--- src/rtl/hdec_pkg.sv ---
package hdec_pkg;
  // number of predecode groups for a row field of width w
  function automatic int unsigned n_groups(int unsigned w);
    return (w + 1) / 2;
  endfunction

  // width of predecode group g (2 except an odd top group)
  function automatic int unsigned group_w(int unsigned w, int unsigned g);
    return ((w % 2 == 1) && (g == n_groups(w) - 1)) ? 1 : 2;
  endfunction
endpackage

--- src/rtl/hdec_onehot.sv ---
module hdec_onehot #(
  parameter int unsigned W = 2
) (
  input  logic              en_i,
  input  logic [W-1:0]      sel_i,
  output logic [(1<<W)-1:0] y_o
);
  localparam int unsigned N = 1 << W;

  always_comb begin
    y_o = '0;
    for (int unsigned i = 0; i < N; i++) begin
      y_o[i] = en_i && (sel_i == W'(i));
    end
  end
endmodule

--- src/rtl/hdec_predec.sv ---
module hdec_predec
  import hdec_pkg::*;
#(
  parameter int unsigned ROW_W = 5
) (
  input  logic                          en_i,
  input  logic [ROW_W-1:0]              row_i,
  output logic [4*n_groups(ROW_W)-1:0]  pd_o
);
  localparam int unsigned G = n_groups(ROW_W);

  for (genvar g = 0; g < G; g++) begin : g_grp
    localparam int unsigned GW = group_w(ROW_W, g);
    logic [(1<<GW)-1:0] lines;

    hdec_onehot #(.W(GW)) u_grp (
      .en_i  (en_i),
      .sel_i (row_i[2*g +: GW]),
      .y_o   (lines)
    );

    if (GW == 2) begin : g_full
      assign pd_o[4*g +: 4] = lines;
    end else begin : g_half
      assign pd_o[4*g +: 2]     = lines;
      assign pd_o[4*g + 2 +: 2] = 2'b00;
    end
  end
endmodule

--- src/rtl/hdec_wl_and.sv ---
module hdec_wl_and
  import hdec_pkg::*;
#(
  parameter int unsigned ROW_W = 5
) (
  input  logic [4*n_groups(ROW_W)-1:0] pd_i,
  output logic [(1<<ROW_W)-1:0]        wl_o
);
  localparam int unsigned G    = n_groups(ROW_W);
  localparam int unsigned NROW = 1 << ROW_W;

  always_comb begin
    for (int unsigned r = 0; r < NROW; r++) begin
      logic acc;
      acc = 1'b1;
      for (int unsigned g = 0; g < G; g++) begin
        acc = acc & pd_i[4*g + ((r >> (2*g)) & 3)];
      end
      wl_o[r] = acc;
    end
  end
endmodule

--- src/rtl/hier_addr_decoder.sv ---
module hier_addr_decoder
  import hdec_pkg::*;
#(
  parameter int unsigned BLK_W   = 2,
  parameter int unsigned ROW_W   = 5,
  parameter int unsigned COL_W   = 2,
  parameter int unsigned SUB_N   = 4,
  parameter bit          REG_OUT = 1'b1
) (
  input  logic                                  clk_i,
  input  logic                                  rst_ni,
  input  logic                                  en_i,
  input  logic [BLK_W+ROW_W+COL_W-1:0]          addr_i,
  output logic [(1<<BLK_W)-1:0]                 blk_en_o,
  output logic [(1<<BLK_W)*(1<<ROW_W)-1:0]      wl_o,
  output logic [(1<<BLK_W)*SUB_N*(1<<COL_W)-1:0] csel_o
);
  localparam int unsigned NBLK = 1 << BLK_W;
  localparam int unsigned NROW = 1 << ROW_W;
  localparam int unsigned NCOL = 1 << COL_W;
  localparam int unsigned G    = n_groups(ROW_W);
  localparam int unsigned WL_N = NBLK * NROW;
  localparam int unsigned CS_N = NBLK * SUB_N * NCOL;

  logic [BLK_W-1:0] blk_f;
  logic [ROW_W-1:0] row_f;
  logic [COL_W-1:0] col_f;

  assign col_f = addr_i[COL_W-1:0];
  assign row_f = addr_i[COL_W +: ROW_W];
  assign blk_f = addr_i[COL_W+ROW_W +: BLK_W];

  logic [NBLK-1:0] blk_d;
  logic [4*G-1:0]  pd;
  logic [NROW-1:0] wl_core;
  logic [NCOL-1:0] col_core;
  logic [WL_N-1:0] wl_d;
  logic [CS_N-1:0] cs_d;

  hdec_onehot #(.W(BLK_W)) u_blk (
    .en_i  (en_i),
    .sel_i (blk_f),
    .y_o   (blk_d)
  );

  hdec_predec #(.ROW_W(ROW_W)) u_predec (
    .en_i  (en_i),
    .row_i (row_f),
    .pd_o  (pd)
  );

  hdec_wl_and #(.ROW_W(ROW_W)) u_wl (
    .pd_i (pd),
    .wl_o (wl_core)
  );

  hdec_onehot #(.W(COL_W)) u_col (
    .en_i  (en_i),
    .sel_i (col_f),
    .y_o   (col_core)
  );

  // only the addressed block sees wordlines and column selects
  for (genvar b = 0; b < NBLK; b++) begin : g_blk
    assign wl_d[b*NROW +: NROW] = wl_core & {NROW{blk_d[b]}};
    for (genvar s = 0; s < SUB_N; s++) begin : g_sub
      assign cs_d[(b*SUB_N+s)*NCOL +: NCOL] = col_core & {NCOL{blk_d[b]}};
    end
  end

  if (REG_OUT) begin : g_reg
    always_ff @(posedge clk_i or negedge rst_ni) begin
      if (!rst_ni) begin
        blk_en_o <= '0;
        wl_o     <= '0;
        csel_o   <= '0;
      end else begin
        blk_en_o <= blk_d;
        wl_o     <= wl_d;
        csel_o   <= cs_d;
      end
    end

    // a disabled cycle yields all-zero outputs one clock later
    a_r7_disable_zero: assert property (@(posedge clk_i) disable iff (!rst_ni)
      !en_i |=> (blk_en_o == '0 && wl_o == '0 && csel_o == '0));
    // an enabled cycle yields exactly one block enable next clock
    a_r2_blk_onehot: assert property (@(posedge clk_i) disable iff (!rst_ni)
      en_i |=> $onehot(blk_en_o));
    // an enabled cycle yields exactly one wordline next clock
    a_r5_wl_onehot: assert property (@(posedge clk_i) disable iff (!rst_ni)
      en_i |=> $onehot(wl_o));
    // one column per sub-block of the selected block
    a_r6_csel_count: assert property (@(posedge clk_i) disable iff (!rst_ni)
      en_i |=> ($countones(csel_o) == SUB_N));
  end else begin : g_comb
    assign blk_en_o = blk_d;
    assign wl_o     = wl_d;
    assign csel_o   = cs_d;

    a_r7_disable_zero: assert property (@(posedge clk_i) disable iff (!rst_ni)
      !en_i |-> (blk_en_o == '0 && wl_o == '0 && csel_o == '0));
    a_r2_blk_onehot: assert property (@(posedge clk_i) disable iff (!rst_ni)
      en_i |-> $onehot(blk_en_o));
    a_r5_wl_onehot: assert property (@(posedge clk_i) disable iff (!rst_ni)
      en_i |-> $onehot(wl_o));
    a_r6_csel_count: assert property (@(posedge clk_i) disable iff (!rst_ni)
      en_i |-> ($countones(csel_o) == SUB_N));
  end

  // each predecode group is one-hot while enabled
  for (genvar g = 0; g < G; g++) begin : g_pd_chk
    a_r4_group_onehot: assert property (@(posedge clk_i) disable iff (!rst_ni)
      en_i |-> $onehot(pd[4*g +: 4]));
  end

  // odd top group never drives its upper positions
  if (ROW_W % 2 == 1) begin : g_odd_chk
    a_r8_half_group: assert property (@(posedge clk_i) disable iff (!rst_ni)
      pd[4*(G-1)+2 +: 2] == 2'b00);
  end

  // the wordline core and the block enable agree on the enable
  a_r3_core_gated: assert property (@(posedge clk_i) disable iff (!rst_ni)
    (blk_d == '0) |-> (wl_d == '0 && cs_d == '0));
endmodule

--- config.mk ---
export PLATFORM = sky130hd
export DESIGN_NAME = hier_addr_decoder
export DESIGN_NICKNAME = d
export VERILOG_FILES = /design/src/rtl/hdec_pkg.sv /design/src/rtl/hdec_onehot.sv /design/src/rtl/hdec_predec.sv /design/src/rtl/hdec_wl_and.sv /design/src/rtl/hier_addr_decoder.sv
export SDC_FILE = /design/constraint.sdc
export NUM_CORES = 1
export LEC_CHECK = 0
export BUFFER_PORTS_ARGS = -buffer_cell sky130_fd_sc_hd__buf_2
export CAP_MARGIN = 20
export CORE_MARGIN = 1
export CORE_UTILIZATION = 48
export DETAILED_ROUTE_END_ITERATION = 8
export PLACE_DENSITY_LB_ADDON = 0.08
export SLEW_MARGIN = 20
export SYNTH_ARGS = -nofsm -noshare
export SYNTH_HDL_FRONTEND = slang
export SYNTH_SLANG_ARGS = --single-unit
--- constraint.sdc ---
create_clock -name clk_i -period 0.9 [get_ports clk_i]
set_input_delay 0.225 -clock clk_i [delete_from_list [all_inputs] [get_ports clk_i]]
set_output_delay 0.225 -clock clk_i [all_outputs]
set_load 0.01 [all_outputs]
# After elaboration in Yosys (flattened, before gate mapping)
# Cells that the tools add are included.
# op_classes
n_div,0
n_mux,0
n_mul,0
n_lt_le_gt_ge,0
eq_ne,12
n_shift,0
reduce_logical,22
addsub,0
bitwise_logic,57
# op_table
op,count
32-bit AND,4
1-bit AND,48
1-bit logical AND,18
4-bit AND,4
2-bit equality test (second input constant),8
2-bit by 1-bit equality test with 1-bit output (second input constant),4
2-bit zero test,4
1-bit inverter,1
# totals
mem_bits_ro,0
register_bits,196
elab_cells,94
mem_bits_rw,0
latchBits,0
memories,0

# Depth between registers and ports, before layout
# logic_depth
depth_word,5
mapped_depth,5
mapped_depth_nobuf,2

# By module
# A second synthesis with hierarchy kept.
# unflattened
hier_cells,407
hier_area_um2,5547.8
# by_module_without_submodules
mod,area_each_um2,cells_per_inst,n_inst,seq_area_each_um2
hier_addr_decoder,5132.4,352,1,3703.6
hdec_wl_and,230.2,34,1,0.0
hdec_onehot (u_blk ...),37.5,4,4,0.0
hdec_predec,18.8,3,1,0.0
hdec_onehot (u_predec.g_grp[2].u_grp),16.3,2,1,0.0

# Worst setup path after synthesis
# Ideal clock, no wire load.
# synth_path
kind,input port to flip-flop
startpoint,input addr_i[2]
endpoint,register wl_o[28]
t_arrival_ps,1209
slack_ps,-382
stages,5
required_time_ps,827
cell_sequence,buf_6 or4b_4 buf_6 buf_12 nor2_4
# synth_via
elab_chain_len,5
# synth_lines
element,line,rtl
start: declaration,hier_addr_decoder.sv:13,"input logic [BLK_W+ROW_W+COL_W-1:0] addr_i,"
2-bit zero test,hdec_onehot.sv:13,y_o[i] = en_i && (sel_i == W'(i));
1-bit logical AND,hdec_onehot.sv:13,
1-bit AND (2 in a row),hdec_wl_and.sv:17,acc = acc & pd_i[4*g + ((r >> (2*g)) & 3)];
32-bit AND,hier_addr_decoder.sv:65,assign wl_d[b*NROW +: NROW] = wl_core & {NROW{blk_d[b]}};
via wl_d[28],hier_addr_decoder.sv:37,logic [WL_N-1:0] wl_d;
end signal: assignment,hier_addr_decoder.sv:79,wl_o <= wl_d;
end: declaration,hier_addr_decoder.sv:15,"output logic [(1<<BLK_W)*(1<<ROW_W)-1:0] wl_o,"
# The timed path passes the listed nets, and every way through them passes these cells.

==> results.cfg <==
[outcome]
status = finished with violations
violations = setup timing

[pwr]
p_seq_frac = 0.469
leakage_nw = 3.95
p_sw_mw = 3.32
power_density_nw_per_um2 = 2020
fin_total_pwr_mw = 14.3
clkPwrFrac = 0.485
internal_power_mw = 10.9
combPwrFrac = 0.046
vdd_drop_max_v = 0.00140
swShare = 0.233

[global_route]
first_global_vias = 3472
overflow = 0
grt_pass1_wl_mm = 19.0
grtUsageTotal = 0.235
grt_max_degree = 30
antenna_found_initial = 0

[synthesis]
synth-seq-cells = 148
synth_area_um2 = 5150
synth_seq_area_share = 0.719
syn-num-nets = 419
netlist-cell-type-count = 19
synth_cells = 407
synth_area_per_cell_um2 = 12.7
ys_warn_count = 0

[setup_path]
cp-end-kind = output port
cp_cell_sequence = buf_2
critPathTopFamily = flip-flops
crit_arrival_ps = 1080
max_stage_delay_ps = 420
crit_type = flip-flop to output port
critical_path_required_ps = 670
crit_slowest_cell = dfrtp_1
start_kind = flip-flop
cp_max_fo = 4
crit_buf_inv = 1

[detailed_routing]
avgViaCountPerCell = 4.65
wl_per_cell_um = 16.4
dr.pass1.iters = 4
routed_wl_mm = 12.3
drcViolationCount = 0
antenna_left = 0
vias = 3491
drtIter0Drc = 154

[layout]
diodes = 0
mostFrequentLayoutCells = buf_2, dfrtp_1, nor2_1
area_growth_pct = 36.9
post_route_cells_drive_above_1_share = 0.489
layout.cells.most_common = buf_2
fill_cells = 817
final_nets = 614

[cts]
clkTransAtPathRegs_ps = 60
cts_setup_buffers = 0
cts_tree = built
numClockSinks = 148
cts-root-buf = clkbuf_8
cts_htree_levels = 4
max-clock-path-buffers = 2
cts_buffers = 17

[timing]
finalMaxSlewViolations = 0
setup_viol = 196
finalHoldViolCount = 0
tightest_slew_ps = 295
max_freq_mhz = 765
max_slew_margin = 0.803
fin_crit_sh = 1.45
period_needed_ps = 1310
setup_slack_ps = -408
rsz0062_at_grt = true

[hold_path]
hp-class = input pin to flip-flop

[placed_design]
gp_congestion = 0.769
io_buffers = 207
pre_cts_ws_ps = -367
hpwlAfterDp_mm = 8.47

[run]
maxCapViolations = 0

[die]
die_w_um = 106
die_h_um = 106
io_pins = 208
initial_utilization = 0.497
core_area_um2 = 10400
dieArea_um2 = 11100
placementRows = 37
-- cells in the mapped netlist --
cell,n,area share
nor2_1,134,0.098
nand4_1,2,0.0024
nand4bb_1,9,0.020
nand4b_1,7,0.012
buf_12,1,0.0039
nand3b_1,4,0.0058
dfrtp_1,148,0.72
buf_2,10,0.0097
buf_4,48,0.070
or3b_2,2,0.0034
nor2_4,10,0.022
buf_6,2,0.0044
clkbuf_1,18,0.013
or4b_4,1,0.0027
inv_1,4,0.0029
or4_1,1,0.0015
nand3_1,2,0.0019
or4b_2,1,0.0019
or4b_1,3,0.0058
-- power by group through the flow --
stage	clock [mW]	combinational, mW	sequential, mW
2_1_floorplan	0	0.299	6.84
3_3_place_gp	0	0.648	6.82
3_5_place_dp	0	0.660	6.82
4_1_cts	7.02	0.669	6.70
5_1_grt	7.35	0.726	6.70
6_report	6.92	0.657	6.70
-- path summary, 6_finish.rpt --
path / slack [ps] / cells after the start / to / start
worst max-delay path: -410 / 1 / csel_o[38] / csel_o[46]
worst min-delay path: 30 / 3 / csel_o[60] / addr_i[1]
max in group asynchronous: 300 / 3 / wl_o[105] / rst_ni
min in group asynchronous: 140 / 2 / wl_o[120] / rst_ni
-- metal layers --
metal	global-route usage	wire length [µm]
met1	0.300	5160
met2	0.380	6190
met3	0.0798	850
met4	0.0794	96
met5	0	0
-- state kept, by name, indices dropped and copies added, names as in the netlist --
| signal | flops |
|---|---|
| blk_en_o | 4 |
| wl_o | 128 |
| csel_o | 16 |
-- cell type report --
class	count	area (µm²)	share of cell area
sequential	148	3700	0.525
timing repair buffer	255	1660	0.235
multi-input combinational	176	920	0.130
clock buffer	17	414	0.0587
clock inverter	15	173	0.0245
tap	136	170	0.0241
inverter	4	15.0	0.00213
-- cells by family after synthesis --
logic type    after synthesis  share of synthesized area
simple gates              176                      0.177
flops                     148                      0.719
buf+inv                    83                      0.104
-- per-stage QoR --
step / area (µm²) / util / hold slack (ps) / setup TNS [ps] / instances
detailed placement: 6300 / 0.608 / 116 / -33520 / 718
global route: 7050 / 0.680 / 25.1 / -78770 / 751
CTS: 6980 / 0.673 / 13.5 / -74300 / 751
floorplan: 5320 / - / -70.6 / -13460 / 407
global placement: 6300 / 0.608 / 121 / -31820 / 718
finish: 7050 / 0.680 / 25.8 / -69500 / 751
-- timing repair --
action	in CTS	in global routing
gates resized for setup	15	14
endpoints found under the hold margin	148	0
endpoints found under the setup margin	196	196
hold buffers	1	0
(Power assumes the default switching activity.)
